$ cat config.mk
export PLATFORM = sky130hd
export DESIGN_NAME = lpm_clk_ctrl
export DESIGN_NICKNAME = d
export VERILOG_FILES = /design/src/rtl/lpm_pkg.sv /design/src/rtl/lpm_mode_seq.sv /design/src/rtl/lpm_gate_decode.sv /design/src/rtl/lpm_clk_ctrl.sv
export SDC_FILE = /design/constraint.sdc
export NUM_CORES = 1
export LEC_CHECK = 0
export BUFFER_PORTS_ARGS = -buffer_cell sky130_fd_sc_hd__buf_2
export CORE_AREA = 2 2 39 41
export DETAILED_ROUTE_END_ITERATION = 8
export DIE_AREA = 0 0 41 43
export PLACE_DENSITY = 0.67
export SETUP_SLACK_MARGIN = 0.5
export SLEW_MARGIN = 20
export SYNTH_ARGS = -nofsm -noshare
export SYNTH_HDL_FRONTEND = slang
export SYNTH_SLANG_ARGS = --single-unit
$ cat constraint.sdc
create_clock -name clk_i -period 2.3 [get_ports clk_i]
set_clock_uncertainty 0.05 [all_clocks]
set_input_delay 0.115 -clock clk_i [delete_from_list [all_inputs] [get_ports clk_i]]
set_output_delay 0.115 -clock clk_i [all_outputs]
set_load 0.01 [all_outputs]
$ cat src/rtl/lpm_pkg.sv
package lpm_pkg;
  localparam int unsigned MODE_W = 3;

  typedef enum logic [MODE_W-1:0] {
    MODE_AM   = 3'd0,
    MODE_LPM0 = 3'd1,
    MODE_LPM1 = 3'd2,
    MODE_LPM2 = 3'd3,
    MODE_LPM3 = 3'd4,
    MODE_LPM4 = 3'd5
  } mode_e;

  typedef struct packed {
    logic cpu;
    logic mclk;
    logic smclk;
    logic aclk;
    logic bias;
    logic xtal;
  } gate_t;

  localparam gate_t GATE_ALL_ON = '1;
endpackage

$ cat src/rtl/lpm_mode_seq.sv
module lpm_mode_seq
  import lpm_pkg::*;
(
  input  logic              clk_i,
  input  logic              rst_ni,
  input  logic              mode_we_i,
  input  logic [MODE_W-1:0] mode_i,
  input  logic              wake_req_i,
  input  logic              reti_i,
  output logic [MODE_W-1:0] mode_d_o,
  output logic [MODE_W-1:0] mode_q_o,
  output logic [MODE_W-1:0] shadow_q_o,
  output logic              in_isr_o
);
  logic [MODE_W-1:0] mode_q, shadow_q, shadow_d;
  logic              in_isr_q, in_isr_d;
  logic              wake, ret;

  assign wake = wake_req_i && !in_isr_q;
  assign ret  = reti_i && in_isr_q;

  // priority: wake > return > software write
  always_comb begin
    mode_d_o = mode_q;
    shadow_d = shadow_q;
    in_isr_d = in_isr_q;
    if (wake) begin
      shadow_d = mode_q;
      mode_d_o = MODE_AM;
      in_isr_d = 1'b1;
    end else if (ret) begin
      mode_d_o = shadow_q;
      in_isr_d = 1'b0;
    end else if (mode_we_i) begin
      mode_d_o = mode_i;
    end
  end

  always_ff @(posedge clk_i or negedge rst_ni) begin
    if (!rst_ni) begin
      mode_q   <= MODE_AM;
      shadow_q <= MODE_AM;
      in_isr_q <= 1'b0;
    end else begin
      mode_q   <= mode_d_o;
      shadow_q <= shadow_d;
      in_isr_q <= in_isr_d;
    end
  end

  assign mode_q_o   = mode_q;
  assign shadow_q_o = shadow_q;
  assign in_isr_o   = in_isr_q;
endmodule

$ cat src/rtl/lpm_gate_decode.sv
module lpm_gate_decode
  import lpm_pkg::*;
(
  input  logic [MODE_W-1:0] mode_i,
  input  logic              osc_in_use_i,
  output gate_t             gate_o
);
  always_comb begin
    gate_o = GATE_ALL_ON;
    case (mode_i)
      MODE_LPM0: gate_o = '{cpu:1'b0, mclk:1'b0, smclk:1'b1, aclk:1'b1, bias:1'b1, xtal:1'b1};
      MODE_LPM1: gate_o = '{cpu:1'b0, mclk:1'b0, smclk:1'b1, aclk:1'b1, bias:osc_in_use_i, xtal:1'b1};
      MODE_LPM2: gate_o = '{cpu:1'b0, mclk:1'b0, smclk:1'b0, aclk:1'b1, bias:1'b1, xtal:1'b1};
      MODE_LPM3: gate_o = '{cpu:1'b0, mclk:1'b0, smclk:1'b0, aclk:1'b1, bias:1'b0, xtal:1'b1};
      MODE_LPM4: gate_o = '0;
      default:   gate_o = GATE_ALL_ON; // active and unused codes
    endcase
  end
endmodule

$ cat src/rtl/lpm_clk_ctrl.sv
module lpm_clk_ctrl
  import lpm_pkg::*;
#(
  parameter int unsigned NUM_IRQ = 4
) (
  input  logic               clk_i,
  input  logic               rst_ni,
  input  logic               mode_we_i,
  input  logic [2:0]         mode_i,
  input  logic [NUM_IRQ-1:0] irq_i,
  input  logic               reti_i,
  input  logic               osc_in_use_i,
  output logic [2:0]         mode_o,
  output logic               cpu_en_o,
  output logic               mclk_en_o,
  output logic               smclk_en_o,
  output logic               aclk_en_o,
  output logic               bias_en_o,
  output logic               xtal_en_o
);
  logic              irq_any;
  logic              in_isr;
  logic [MODE_W-1:0] mode_d, mode_q, shadow_q;
  gate_t             gate_d, gate_q;

  assign irq_any = |irq_i;

  lpm_mode_seq u_seq (
    .clk_i      (clk_i),
    .rst_ni     (rst_ni),
    .mode_we_i  (mode_we_i),
    .mode_i     (mode_i),
    .wake_req_i (irq_any),
    .reti_i     (reti_i),
    .mode_d_o   (mode_d),
    .mode_q_o   (mode_q),
    .shadow_q_o (shadow_q),
    .in_isr_o   (in_isr)
  );

  // decode the next mode so enables change on the same edge as the mode
  lpm_gate_decode u_dec (
    .mode_i       (mode_d),
    .osc_in_use_i (osc_in_use_i),
    .gate_o       (gate_d)
  );

  always_ff @(posedge clk_i or negedge rst_ni) begin
    if (!rst_ni) gate_q <= GATE_ALL_ON;
    else         gate_q <= gate_d;
  end

  assign mode_o     = mode_q;
  assign cpu_en_o   = gate_q.cpu;
  assign mclk_en_o  = gate_q.mclk;
  assign smclk_en_o = gate_q.smclk;
  assign aclk_en_o  = gate_q.aclk;
  assign bias_en_o  = gate_q.bias;
  assign xtal_en_o  = gate_q.xtal;
endmodule

After elaboration in Yosys (flattened, before gate mapping). Cells that the tools add are included.

Word-level logic and storage cells: 25. Input port bits: 12. Output and inout bits: 9. Register bits after elaboration: 13.

Eq/ne operators: 5. Reductions and logical operators: 5. Mux-type cells: 6.

Operators with widths (count): $pmux W6 S5 (1); $mux W3 (3); $eq A3 B2 Y1 const B (2); $eq A3 B3 Y1 const B (2); $reduce_or A4 Y1 (1); $eq A3 B1 Y1 const B (1); $logic_and A1 B1 Y1 (2); $mux W1 (2); $reduce_bool A2 Y1 (1); $logic_not A1 Y1 (1).

Depth between registers and ports, before layout.
Depth in word-level cells: 5. Mapped depth: 5. Depth with buffers taken out: 4.

Modules after synthesis. From an unflattened synthesis, not the netlist that was laid out.

Cells, all modules: 41. Area, all modules: 569.3 sq um.

Modules (own cells, without submodules): lpm_mode_seq (sequential area each 175.2 sq um, cells an instance 24, area an instance 331.6 sq um, times used 1); lpm_clk_ctrl (sequential area each 157.7 sq um, cells an instance 7, area an instance 165.2 sq um, times used 1); lpm_gate_decode (sequential area each 0.0 sq um, cells an instance 10, area an instance 72.6 sq um, times used 1).

Worst setup path after synthesis. OpenSTA, ideal clock, no wires.

Kind: register to register. Start point: reg u_seq.mode_q[2], in the netlist u_seq.mode_q_o[2]. End point: reg gate_q (netlist bit bias_en_o). Slack: 1.011 ns. Buffers on the path: 0. Cell stages (with the launch flop): 5. Data required time: 2.159 ns. Library setup time: 0.091 ns. Period minus slack after synthesis: 1.289 ns. Data arrival time: 1.149 ns. Cells stage by stage: dfrtp_1 mux2_4 mux2i_4 nor2b_1 a32oi_1.

RTL lines: start, declared (RTL line lpm_mode_seq.sv:15) `logic [MODE_W-1:0] mode_q, shadow_q, shadow_d;`; start signal, assigned (RTL line lpm_mode_seq.sv:45) `mode_q <= mode_d_o;`; end signal, assigned (RTL line lpm_clk_ctrl.sv:50) `else gate_q <= gate_d;`; end, declared (RTL line lpm_clk_ctrl.sv:24) `gate_t gate_d, gate_q;`.

==> results by group <==
Logic synthesis
  • Syn Inst Count: 46
  • Post-synthesis async set-or-reset flop share: 1.00
  • Cell Area, Synth: between 500 and 600 um^2
  • Yosys top cell area share: 0.324
  • Post-synth top area cell: dfrtp_1
  • Post-Syn Nets: 58
  • Most frequent cell after synthesis: nand2_1
  • Register bit total from synthesis: 11
  • Register area share after synthesis: 0.519
  • Synth area leaders: dfrtp_1 32%, dfstp_2 19%, mux2i_4 12%, nand2_1 6.9%, mux2_4 5.6%
  • Synth cell count leaders: 10 x nand2_1, 7 x dfrtp_1, 5 x nor2_1, 4 x dfstp_2, 3 x mux2i_4
  • Top_reg_cell synth: dfrtp_1
  • Post-Syn Area per Cell: 11.8 um^2
  • Yosys warning count: 0
  • Count of cell types in the netlist: 20
  • EDFF count, synth: 0

Timing
  • Fin. Hold Viols: 0
  • Post-layout worst setup margin: ~960 ps
  • Fin crit period: 1340 ps
  • Measured slew at the worst slew-check pin: ~460 ps
  • Setup-failing EPs final: 0
  • Fmax: ~0.74 GHz
  • Relative max-transition margin: 0.694
  • Final Max Slew Viols: 0
  • Sum Neg Setup Slack: 0 ps
  • Fin crit share: 0.585
  • Unrepaired setup endpoints after global routing: false

Outcome
  • Status: completed

Flow run
  • # Max-Cap Violations: 0

GRT
  • Antenna violations before repair: 0
  • First-pass GRT wire length: around 1.7 mm
  • Number of global-route vias before repair: 400
  • Tot GR Track Use: 0.155
  • Pin count of the biggest net entering global routing: 12
  • GRT overflow: 0

Critical path
  • Kind of critical path: flop to flop
  • Critical path data arrival time: 1480 ps
  • Required @ worst endpoint: 2430 ps
  • Critical path endpoint category: flop
  • Max FO, Critical Path: 5
  • Startpoint types: flop

Drt
  • Initial DRT Pass Iterations: 4
  • Wire per inst: between 10 and 15 um
  • Initial DRC Count: 4
  • Drt total wl: 1.00 mm
  • Drt drc: 0
  • Vias: 395
  • Post-DR vias/cell: 4.70
  • DRT antenna net count: 0

CTS
  • Clock Latency Late Sink: 260 ps
  • CTS resizes: 0
  • H-tree depth: 1
  • CTS Buf Count: 3
  • CTS sink count: 11
  • Max Root-Sink Buffers: 2
  • Reg clk slew, reported paths: 70 ps
  • CTS tree: done
  • CTS root buffer: clkbuf_4

Finish
  • Post-layout nets: 81
  • Final core utilization: 0.490
  • Antenna Cells: 0
  • Area Growth Syn to Fin: 25.5%
  • Non-Filler Instances: 84
  • Fillcell total: 126
  • Fraction of layout cells with a size suffix above 1: 0.529

Placement
  • HPWL after DPL: roughly 700 um
  • Routability cong.: 0.730
  • Placed Cells incl. Taps: 79
  • IO buf count: 20
  • DP Worst Slack: 992 ps

Floorplan
  • Die X: 41 um
  • Rows: 14
  • Die ar.: 1760 um^2
  • Die height: 43 um
  • Initial core utilization: 0.391
  • Core area: 1380 um^2
  • I/O Pins: 21

Pwr
  • Pwr dens: about 1200 nW/um^2
  • LEAKAGE: roughly 0.33 nW
  • Worst VDD drop: 0.372 mV

Worst hold path
  • HP Class: input port to flop
==> metrics by stage <==
step / power (mW) / hold slack [ps] / instance area [um^2]
floorplan: 0.584 / -231 / 541
global placement: 0.668 / -55.8 / 642
detailed placement: 0.671 / -56.4 / 642
CTS: 0.805 / 35.1 / 678
global route: 0.862 / 45.4 / 678
finish: 0.795 / 36.8 / 678
==> layout by cell type, fill, tap and decap left out, drive strengths merged <==
cell         synthesis  layout
buf                  2      20
nand2               11      11
dfrtp                7       7
nor2                 5       5
dfstp                4       4
clkbuf               1       4
mux2i                3       3
mux2                 3       3
nor2b                2       2
nor4                 1       1
nand3                1       1
or2                  1       1
o211ai               1       1
a32oi                1       1
a22oi                1       1
inv                  1       1
o21ai                1       1
dlygate4sd3          0       1
==> what timing repair did <==
action | in CTS | in global routing
endpoints found under the hold margin | 11 | 0
hold buffers | 1 | 0
buffers inserted | 0 | 0
endpoints found under the setup margin | 0 | 0
==> power by group <==
| group | switching (mW) | internal [mW] |
|---|---|---|
| clock network | 0.0611 | 0.0670 |
| registers | 0.0481 | 0.284 |
| logic | 0.181 | 0.154 |
==> flip-flops by register name (all words and copies together) (netlist names) <==
name              cells
u_seq.mode_q_o        3
u_seq.shadow_q_o      3
aclk_en_o             1
bias_en_o             1
cpu_en_o              1
smclk_en_o            1
u_seq.in_isr_o        1
==> layer usage <==
metal / wire, um / global-route usage / vias to the layer above
met2: 519 / 0.219 / 11
met3: 42 / 0.0314 / 2
met5: 0 / 0 / -
li1: - / - / 198
met4: 28 / 0.140 / 0
met1: 411 / 0.186 / 184
==> final cells by class <==
class / instances / area [um^2] / area share
clock buffers: 4 / 26.3 / 0.0387
repair buffers: 21 / 110 / 0.162
multi-input cells: 31 / 238 / 0.351
well taps: 16 / 20.0 / 0.0295
inverters: 1 / 3.75 / 0.00554
flip-flops and latches: 11 / 280 / 0.413
==> final timing paths <==
kind / startpoint / endpoint / slack [ps] / depth (start not counted)
min reg2reg: u_seq.mode_q_o[1] / u_seq.shadow_q_o[1] / 440 / 2
max reg2reg: u_seq.mode_q_o[2] / bias_en_o / 960 / 4
min: reti_i / u_seq.in_isr_o / 40 / 2
max in group asynchronous: rst_ni / aclk_en_o / 1750 / 2
max: u_seq.mode_q_o[2] / bias_en_o / 960 / 4
min in group asynchronous: rst_ni / u_seq.mode_q_o[2] / 190 / 2
==> critical path, cell delays in order (launching register included) <==
cell     delay, ps
dfrtp_1        410
mux2_4         300
mux2i_4        200
nor2b_1        200
a32oi_1        110
==> cell families after synthesis <==
group	Yosys count	share of synthesized area
simple gates	21	0.185
mux	6	0.201
flops	11	0.519
compound gates	4	0.0532
buf+inv	4	0.0416
(Power assumes the default switching activity.)
